<file path="src/rtl/msi_capture.sv">
module msi_capture #(
  parameter int NVEC = 32,
  parameter int DW   = 32
) (
  input  logic          clk,
  input  logic          rst_n,
  input  logic          reg_wen,
  input  logic [1:0]    reg_sel,
  input  logic [DW-1:0] reg_wdata,
  output logic [DW-1:0] reg_rdata,
  input  logic          in_valid,
  input  logic [2*DW-1:0] in_addr,
  input  logic [DW-1:0] in_data,
  input  logic          intx_in,
  output logic          irq_out
);
  localparam int AW = 2 * DW;
  localparam int VW = $clog2(NVEC);
  localparam logic [1:0] SEL_LO  = 2'd0;
  localparam logic [1:0] SEL_HI  = 2'd1;
  localparam logic [1:0] SEL_PND = 2'd2;
  localparam logic [1:0] SEL_EN  = 2'd3;

  logic [DW-1:0]   tgt_lo, tgt_hi;
  logic [NVEC-1:0] pend, vec_en;
  logic [NVEC-1:0] set_mask, clr_mask;
  logic            hit, in_range;

  assign hit      = in_valid && tgt_lo[0] && (in_addr[AW-1:2] == {tgt_hi, tgt_lo[DW-1:2]});
  assign in_range = in_data < DW'(NVEC);
  assign set_mask = (hit && in_range) ? (NVEC'(1) << in_data[VW-1:0]) : '0;
  assign clr_mask = (reg_wen && reg_sel == SEL_PND) ? reg_wdata[NVEC-1:0] : '0;

  always_ff @(posedge clk) begin
    if (!rst_n) begin
      tgt_lo  <= '0;
      tgt_hi  <= '0;
      vec_en  <= '0;
      pend    <= '0;
      irq_out <= 1'b0;
    end else begin
      if (reg_wen && reg_sel == SEL_LO) tgt_lo <= reg_wdata;
      if (reg_wen && reg_sel == SEL_HI) tgt_hi <= reg_wdata;
      if (reg_wen && reg_sel == SEL_EN) vec_en <= reg_wdata[NVEC-1:0];
      pend    <= (pend & ~clr_mask) | set_mask;
      irq_out <= (|(pend & vec_en)) | intx_in;
    end
  end

  always_comb begin
    reg_rdata = '0;
    case (reg_sel)
      SEL_LO:  reg_rdata = tgt_lo;
      SEL_HI:  reg_rdata = tgt_hi;
      SEL_PND: reg_rdata[NVEC-1:0] = pend;
      default: reg_rdata[NVEC-1:0] = vec_en;
    endcase
  end
endmodule


</file>
<file path="config.mk">
export PLATFORM = sky130hd
export DESIGN_NAME = msi_capture
export DESIGN_NICKNAME = d
export VERILOG_FILES = /design/src/rtl/msi_capture.sv
export SDC_FILE = /design/constraint.sdc
export NUM_CORES = 1
export LEC_CHECK = 0
export BUFFER_PORTS_ARGS = -buffer_cell sky130_fd_sc_hd__buf_2
export CAP_MARGIN = 0
export CORE_UTILIZATION = 25
export DETAILED_ROUTE_END_ITERATION = 16
export GPL_TIMING_DRIVEN = 0
export PLACE_DENSITY_LB_ADDON = 0.2
export SYNTH_ARGS = -nofsm -noshare
export SYNTH_HDL_FRONTEND = slang
export SYNTH_SLANG_ARGS = --single-unit
export TNS_END_PERCENT = 50
</file>
<file path="constraint.sdc">
create_clock -name clk -period 2.05 [get_ports clk]
set_input_delay 0.3075 -clock clk [delete_from_list [all_inputs] [get_ports clk]]
set_output_delay 0.3075 -clock clk [all_outputs]
set_load 0.01 [all_outputs]
</file>
==> impl_results.rst, run 1 <==
.. list-table::
   :header-rows: 1

   * - Metric
     - Value
   * - Area added between synthesis and finish
     - 30.3%
   * - Violated checks
     - design-rule violations
   * - Fraction of power consumed by the clock network
     - 0.493
   * - Proportion of synthesized flip-flops having asynchronous set or reset
     - 0
   * - Skew final
     - 0.00886 ns
   * - Mean routed wirelength per cell
     - 21.6 microns
   * - Post-route ant nets
     - 0
   * - Delay of the slowest cell on the worst path
     - 0.61 ns
   * - Via count of the first global-routing pass
     - 6,568
   * - Final-layout fill cell count
     - 2,971
   * - MaxCap Viol Count
     - 0
   * - Post-synth EDFFs
     - 0
   * - Iteration-0 DRC count of the detailed router
     - 478
   * - Number of sinks on the clock net
     - 129
   * - Count of input and output buffers
     - 161
   * - Effective utilization at floorplan
     - 0.254
   * - Cell type with the highest aggregate area in the netlist
     - dfxtp_1
   * - Total core area
     - 27,800 sq um
   * - Switching share of power
     - 0.249
   * - Setup-failing EPs final
     - 0
   * - Area after detailed placement
     - 8330 sq um
   * - Proportion of layout cells with a drive suffix above 1
     - 0.286
   * - Cell variety after synth
     - 42
   * - Final-report hold violation count
     - 0
   * - Sequential-to-total area share from yosys stat
     - 0.366
   * - Leakage Power
     - 0.00327 uW
   * - Max Fclk
     - 505 MHz
   * - Final clock period utilization by the worst path
     - 0.965
   * - Data arrival time of the worst path
     - 1.67 ns
   * - First-pass GRT wire length
     - 43.4 mm
   * - Synthesized net count
     - 959
   * - Worst-path cell chain
     - buf_2 -> buf_4 -> mux4_2 -> buf_2
   * - Internal cell power
     - 5070 uW
   * - Max rail drop VDD
     - 0.519 mV
   * - Outcome
     - finished with violations
   * - Die Span Y
     - 170 microns
   * - Element type at the critical path end
     - output port
   * - Critical path required time
     - 1.74 ns
   * - Final HPWL DP
     - 24.4 mm
   * - Global placement routability congestion
     - 0.893
   * - Kind of launch point of the worst setup path
     - input pin
   * - Primary FF master, synth
     - dfxtp_1
   * - Crit path buffers/inverters
     - 3
   * - Maximum number of pins on one net before global-route repair
     - 17
   * - Count of boundary I/O pins
     - 168
   * - Top Family by Delay on Critical Path
     - buffers and inverters
   * - Yosys synthesis warning count
     - 0
   * - Path type of the worst min-delay path
     - in2reg
   * - Htree depth
     - 4
   * - Netlist area before placement
     - 7050 sq um
   * - Reported net switching power
     - 1680 uW
   * - Top area cells in the synthesized netlist
     - dfxtp_1 37%, nand2_1 14%, a21boi_0 10%
   * - Yosys top cell area share
     - 0.366
   * - Post-layout util
     - 0.331
   * - Most used cell along the critical path
     - buf_2
   * - Design Power
     - 6750 uW
   * - Final number of max-transition violations
     - 0
   * - CTS tree
     - yes
   * - Gate count of the mapped netlist
     - 824
   * - Clock-pin slew on the worst setup and hold paths
     - 0.06 ns
   * - Hold Buf Count CTS
     - 0
   * - DRC Markers
     - 2
   * - NumNets Final
     - 1,142
   * - Transition time at the pin with the least slew margin
     - 0.754 ns
   * - Rel. slew slack
     - 0.497
   * - Avg Synthesized Cell Area
     - 8.56 sq um
   * - Average via count per standard cell
     - 4.87
   * - Time the worst path needs with I/O delays and setup
     - 1.98 ns
   * - Setup repair after global routing missed its margin
     - false
   * - Horizontal die dimension
     - 170 microns
   * - Die Footprint
     - 28,900 sq um
   * - Worst slack on hold paths
     - 0.168 ns
   * - Grt ovf
     - 0
   * - Synthesized flop and latch total
     - 129
   * - CP max stage cell
     - mux4_2
   * - PwrDens
     - 735 nW/um^2
   * - Portion of total power attributed to sequential cells
     - 0.392
   * - Total global routing track utilization
     - 0.212
   * - Antenna Cells
     - 0
   * - Clk_lat worst skew
     - 0.42 ns
   * - Total number of vias
     - 6,813
   * - Post-route cell area
     - 9190 sq um
   * - Worst-path fanout max
     - 12
   * - Detailed Routing Iterations Pass 1
     - 11
   * - Master cell of the clock root buffer
     - clkbuf_16
   * - Buffer depth of the longest clock path
     - 2
   * - Number of rows in the core area
     - 61
   * - Comb pwr share
     - 0.115
   * - Type of the worst setup path
     - in2out
   * - Number of clock buffers inserted by TritonCTS
     - 17
   * - Routed wire length
     - 30.3 mm
   * - Antenna violations before repair
     - 0
[area by class of cell]
cell class,count,area (sq um),area share
Buffer,58,288,0.0313
Inverter,12,45.0,0.00490
Timing Repair Buffer,166,851,0.0926
Sequential cell,129,2590,0.281
Clock buffer,21,450,0.0490
Tap cell,378,473,0.0515
Clock inverter,11,185,0.0202
Multi-Input combinational cell,623,4310,0.469
[through the flow]
step	setup TNS [ns]	worst slack, ns	std cells
after floorplan	0	0.189	824
after global placement	-34.31	-0.592	1363
after detailed placement	-34.19	-0.591	1363
after CTS	0	0.000818	1398
after global routing	0	0.00519	1398
final	0	0.0715	1398
[layout by cell type, fill, tap and decap left out, drive strengths merged, types with 2 or more instances in the layout]
| cell type | instances |
|---|---|
| buf | 181 |
| nand3 | 36 |
| a21boi | 96 |
| inv | 12 |
| dfxtp | 129 |
| nand4 | 15 |
| bufinv | 5 |
| clkbuf | 64 |
| nand2b | 6 |
| clkinv | 4 |
| nor2b | 8 |
| o221ai | 2 |
| nor4 | 13 |
| xor2 | 4 |
| nor2 | 33 |
| o31ai | 32 |
| nand2 | 260 |
| a22o | 5 |
| o2111ai | 2 |
| xnor2 | 42 |
| a22oi | 4 |
| a221oi | 5 |
| nand3b | 7 |
| mux4 | 32 |
| and2b | 2 |
| clkinvlp | 2 |
| o22ai | 3 |
| or3b | 3 |
| a2111o | 3 |
[sequential cells by signal, summed over array words and instances, names as in the netlist]
| register | cells |
|---|---|
| pend | 32 |
| tgt_hi | 32 |
| tgt_lo | 32 |
| vec_en | 32 |
| irq_out | 1 |
[worst paths after layout]
kind	from	endpoint	slack, ns	depth (start not counted)
worst min-delay path	reg_wdata[0]	vec_en[0]	0.17	3
worst max-delay path	reg_sel[0]	reg_rdata[13]	0.07	4
worst max register to register	tgt_lo[14]	pend[27]	0.09	7
worst min register to register	vec_en[24]	vec_en[24]	0.48	2
[synth_stat cells (4+ instances only)]
cell type and n:
mux4_2 31, inv_1 12, o31ai_1 4, clkbuf_1 45, nor4_1 12, nand3_1 36, nand2_1 258, a21boi_0 96
xor2_1 4, nand4_1 15, a22oi_1 4, nor2b_1 8, xnor2_1 42, o31ai_2 28, a221oi_1 5, nand3b_1 7
buf_2 9, nand2b_1 6, a22o_1 5, dfxtp_1 129, nor2_1 33
[tightest hold or removal path, delay by kind of cell]
kind	cells	cell delay, ns
and+or+nand+nor	1	0.05
AOI/OAI and AO/OA	1	0.06
buffers and inverters	1	0.12
[power groups by stage]
| stage | Combinational, uW | Clock [uW] | Sequential [uW] |
|---|---|---|---|
| final | 775 | 3330 | 2650 |
| after global routing | 836 | 3470 | 2650 |
| after CTS | 766 | 3360 | 2640 |
| after detailed placement | 751 | 0 | 2700 |
| after global placement | 751 | 0 | 2700 |
| after floorplan | 376 | 0 | 2660 |
[metal layers]
layer,GRT usage,wire [microns],share of wire,up-vias
met1,0.273,13000,0.43,3255
li1,-,-,-,3238
met2,0.352,14300,0.47,271
met3,0.0342,2030,0.067,49
met4,0.0830,948,0.031,0
met5,0,0,0,-
[cell families (layout without fill, tap and decap cells)]
| family | count (synthesis) | count (layout) | synth area share |
|---|---|---|---|
| multiplexers | 32 | 32 | 0.103 |
| buffers and inverters | 72 | 268 | 0.0431 |
| AO/OA/AOI/OAI | 156 | 156 | 0.190 |
| AND/OR/NAND/NOR | 389 | 389 | 0.241 |
| flip-flops | 129 | 129 | 0.366 |
| XOR/XNOR | 46 | 46 | 0.0571 |
[what timing repair did]
action / 4_1_cts / 5_1_grt
setup endpoints to repair: 64 / 32
pin swaps: 7 / 7
resized for setup: 16 / 26
setup buffers: 5 / 0
gates cloned: 0 / 0
(Power assumes the default switching activity.)
==> run 2, diff against run 1 <==
Settings changed: BUFFER_PORTS_ARGS -buffer_cell sky130_fd_sc_hd__buf_2 to not set, DONT_BUFFER_PORTS set to 1.
==> run 2 against run 1 <==
  * The flow now finishes without violations
  * Fmax is 0.32% higher
  * Total power shrank 1.8%
  * Final cell count fell by 11%
  * Critical endpoint is now pend[30]
  * Highest routed layer unchanged
==> impl_results.rst, run 2 (synthesis gave the netlist of run 1 again) <==
.. list-table::
   :header-rows: 1

   * - Metric
     - Value
   * - Mean routed wirelength per cell
     - 24.8 microns (+15%)
   * - Die Span Y
     - 170 microns (unchanged)
   * - Final Non-Filler Cells
     - 1,239 (-11%)
   * - Effective utilization at floorplan
     - 0.254 (unchanged)
   * - Max Fclk
     - 507 MHz (+0.32%)
   * - Worst-path fanout max
     - 10 (-2)
   * - PwrDens
     - 788 nW/um^2 (+7.2%)
   * - NumNets Final
     - 983 (-14%)
   * - Number of sinks on the clock net
     - 129 (unchanged)
   * - Element type at the critical path end
     - flop
   * - Antenna violations before repair
     - 0 (unchanged)
   * - Final total negative setup slack
     - 0 ns (unchanged)
   * - Transition time at the pin with the least slew margin
     - 0.840 ns (+0.0858 ns)
   * - Final-report hold violation count
     - 0 (unchanged)
   * - Time the worst path needs with I/O delays and setup
     - 1.97 ns (-0.00623 ns)
   * - Detailed Routing Iterations Pass 1
     - 5 (-6)
   * - Number of rows in the core area
     - 61 (unchanged)
   * - Final-layout fill cell count
     - 2,986 (+0.50%)
   * - Htree depth
     - 4 (unchanged)
   * - Die Footprint
     - 28,900 sq um (unchanged)
   * - Number of clock buffers inserted by TritonCTS
     - 17 (unchanged)
   * - Via count of the first global-routing pass
     - 6,123 (-6.8%)
   * - Buffer depth of the longest clock path
     - 2 (unchanged)
   * - CTS tree
     - yes
   * - Max rail drop VDD
     - 0.520 mV (about the same)
   * - Rel. slew slack
     - 0.440 (-0.0572)
   * - Kind of launch point of the worst setup path
     - flop
   * - Critical path required time
     - 2.39 ns (+0.65 ns)
   * - Total core area
     - 27,800 sq um (unchanged)
   * - Setup-failing EPs final
     - 0 (unchanged)
   * - Routed wire length
     - 30.7 mm (+1.5%)
   * - Skew final
     - 0.00910 ns (+0.000249 ns)
   * - Average via count per standard cell
     - 5.02 (+3.0%)
   * - DP Worst Slack
     - -0.558 ns (+0.0330 ns)
   * - Leakage Power
     - 0.00259 uW (-21%)
   * - Master cell of the clock root buffer
     - clkbuf_16
   * - Area after detailed placement
     - 7520 sq um (-9.7%)
   * - Path type of the worst min-delay path
     - in2reg
   * - Setup repair after global routing missed its margin
     - true
   * - Horizontal die dimension
     - 170 microns (unchanged)
   * - Final setup slack of the worst path
     - 0.0778 ns (+0.00623 ns)
   * - DRC Markers
     - 0 (-2)
   * - Final HPWL DP
     - 24.5 mm (+0.41%)
   * - Iteration-0 DRC count of the detailed router
     - 553 (+16%)
   * - MaxCap Viol Count
     - 0 (unchanged)
   * - Total number of vias
     - 6,221 (-8.7%)
   * - Clock-pin slew on the worst setup and hold paths
     - 0.07 ns (about the same)
   * - Data arrival time of the worst path
     - 2.31 ns (+0.64 ns)
   * - First-pass GRT wire length
     - 43.6 mm (+0.54%)
   * - Proportion of layout cells with a drive suffix above 1
     - 0.159 (-0.127)
   * - Count of boundary I/O pins
     - 168 (unchanged)
   * - Final clock period utilization by the worst path
     - 0.962 (-0.00304)
   * - Leading cell types in the layout, fill and taps excluded
     - 258 x nand2_1, 125 x dfxtp_1, 96 x a21boi_0, 43 x clkbuf_1, 36 x nand3_1
   * - Post-route ant nets
     - 0 (unchanged)
   * - Setup slack on the worst flop-to-flop path
     - 0.08 ns (about the same)
   * - Type of the worst setup path
     - reg2reg
   * - Final number of max-transition violations
     - 0 (unchanged)
   * - Post-route cell area
     - 8420 sq um (-8.4%)
   * - Clk_lat worst skew
     - 0.43 ns (about the same)
   * - Outcome
     - finished clean
   * - Antenna Cells
     - 0 (unchanged)
   * - Most common library cell in the layout ignoring fill and taps
     - nand2_1
   * - Global placement routability congestion
     - 0.892 (-0.10%)
   * - Count of input and output buffers
     - 0 (-100%)
   * - Grt ovf
     - 0 (unchanged)
   * - Dpl cells
     - 1,202 (-12%)
   * - Area added between synthesis and finish
     - 19.3%
   * - Maximum number of pins on one net before global-route repair
     - 17 (unchanged)
   * - Total global routing track utilization
     - 0.216 (+0.00396)
==> run 2: cell count changes in the layout (fill, tap and decap cells not counted), moves of 2 or more <==
cell | previous run | this run
clkinv_4 | 0 | 2
clkbuf_2 | 1 | 3
xnor2_1 | 33 | 30
buf_2 | 165 | 4
xnor2_2 | 8 | 11
clkinvlp_4 | 2 | 5
clkinv_2 | 4 | 1
==> run 2: critical path, cell delays in order (launching register included) <==
cell and delay [ns]:
dfxtp_1 0.34, xnor2_1 0.45, nand4_1 0.20, nor2_1 0.13, nand4_1 0.09, buf_4 0.21
buf_2 0.22, o31ai_1 0.24
==> run 2: layout make-up <==
cell class	count	area [sq um]	share of cell area
Buffer	60	290	0.0345
Clock buffer	19	443	0.0526
Clock inverter	13	210	0.0250
Inverter	12	45.0	0.00535
Multi-Input combinational cell	623	4320	0.513
Sequential cell	129	2590	0.308
Tap cell	378	473	0.0562
Timing Repair Buffer	5	45.0	0.00535
==> run 2: report_power, final <==
group	internal, uW	total, uW	switching (uW)
Clock	2190	3420	1230
Combinational	227	566	339
Sequential	2570	2650	75.4
Total	4990	6630	1650
==> run 2: final timing paths <==
path,start,to,cells after the start
worst min register to register,vec_en[24],vec_en[24],2
worst min-delay path,reg_wdata[24],tgt_hi[24],2
worst max register to register,tgt_hi[22],pend[30],7
worst max-delay path,tgt_hi[22],pend[30],7
==> run 2: per-stage QoR <==
step	hold slack, ns	power [uW]	util
after floorplan	0.441	3040	-
after global placement	0.455	3240	0.271
after detailed placement	0.464	3240	0.271
after CTS	0.0118	6650	0.299
after global routing	0.0126	6820	0.303
final	0.00815	6630	0.303
==> run 2: repair_timing <==
action                     4_1_cts  5_1_grt
gates resized for setup         20       21
buffers inserted                 5        0
pin swaps                        7        9
hold buffers                     0        0
setup endpoints to repair       62       32
==> run 2: routing by layer <==
layer  share of wire  GRT usage  vias up
met5               0          0        -
met4           0.029     0.0803        0
met3           0.078     0.0591       34
met2            0.47      0.356      248
met1            0.42      0.267     3017
li1                -          -     2922
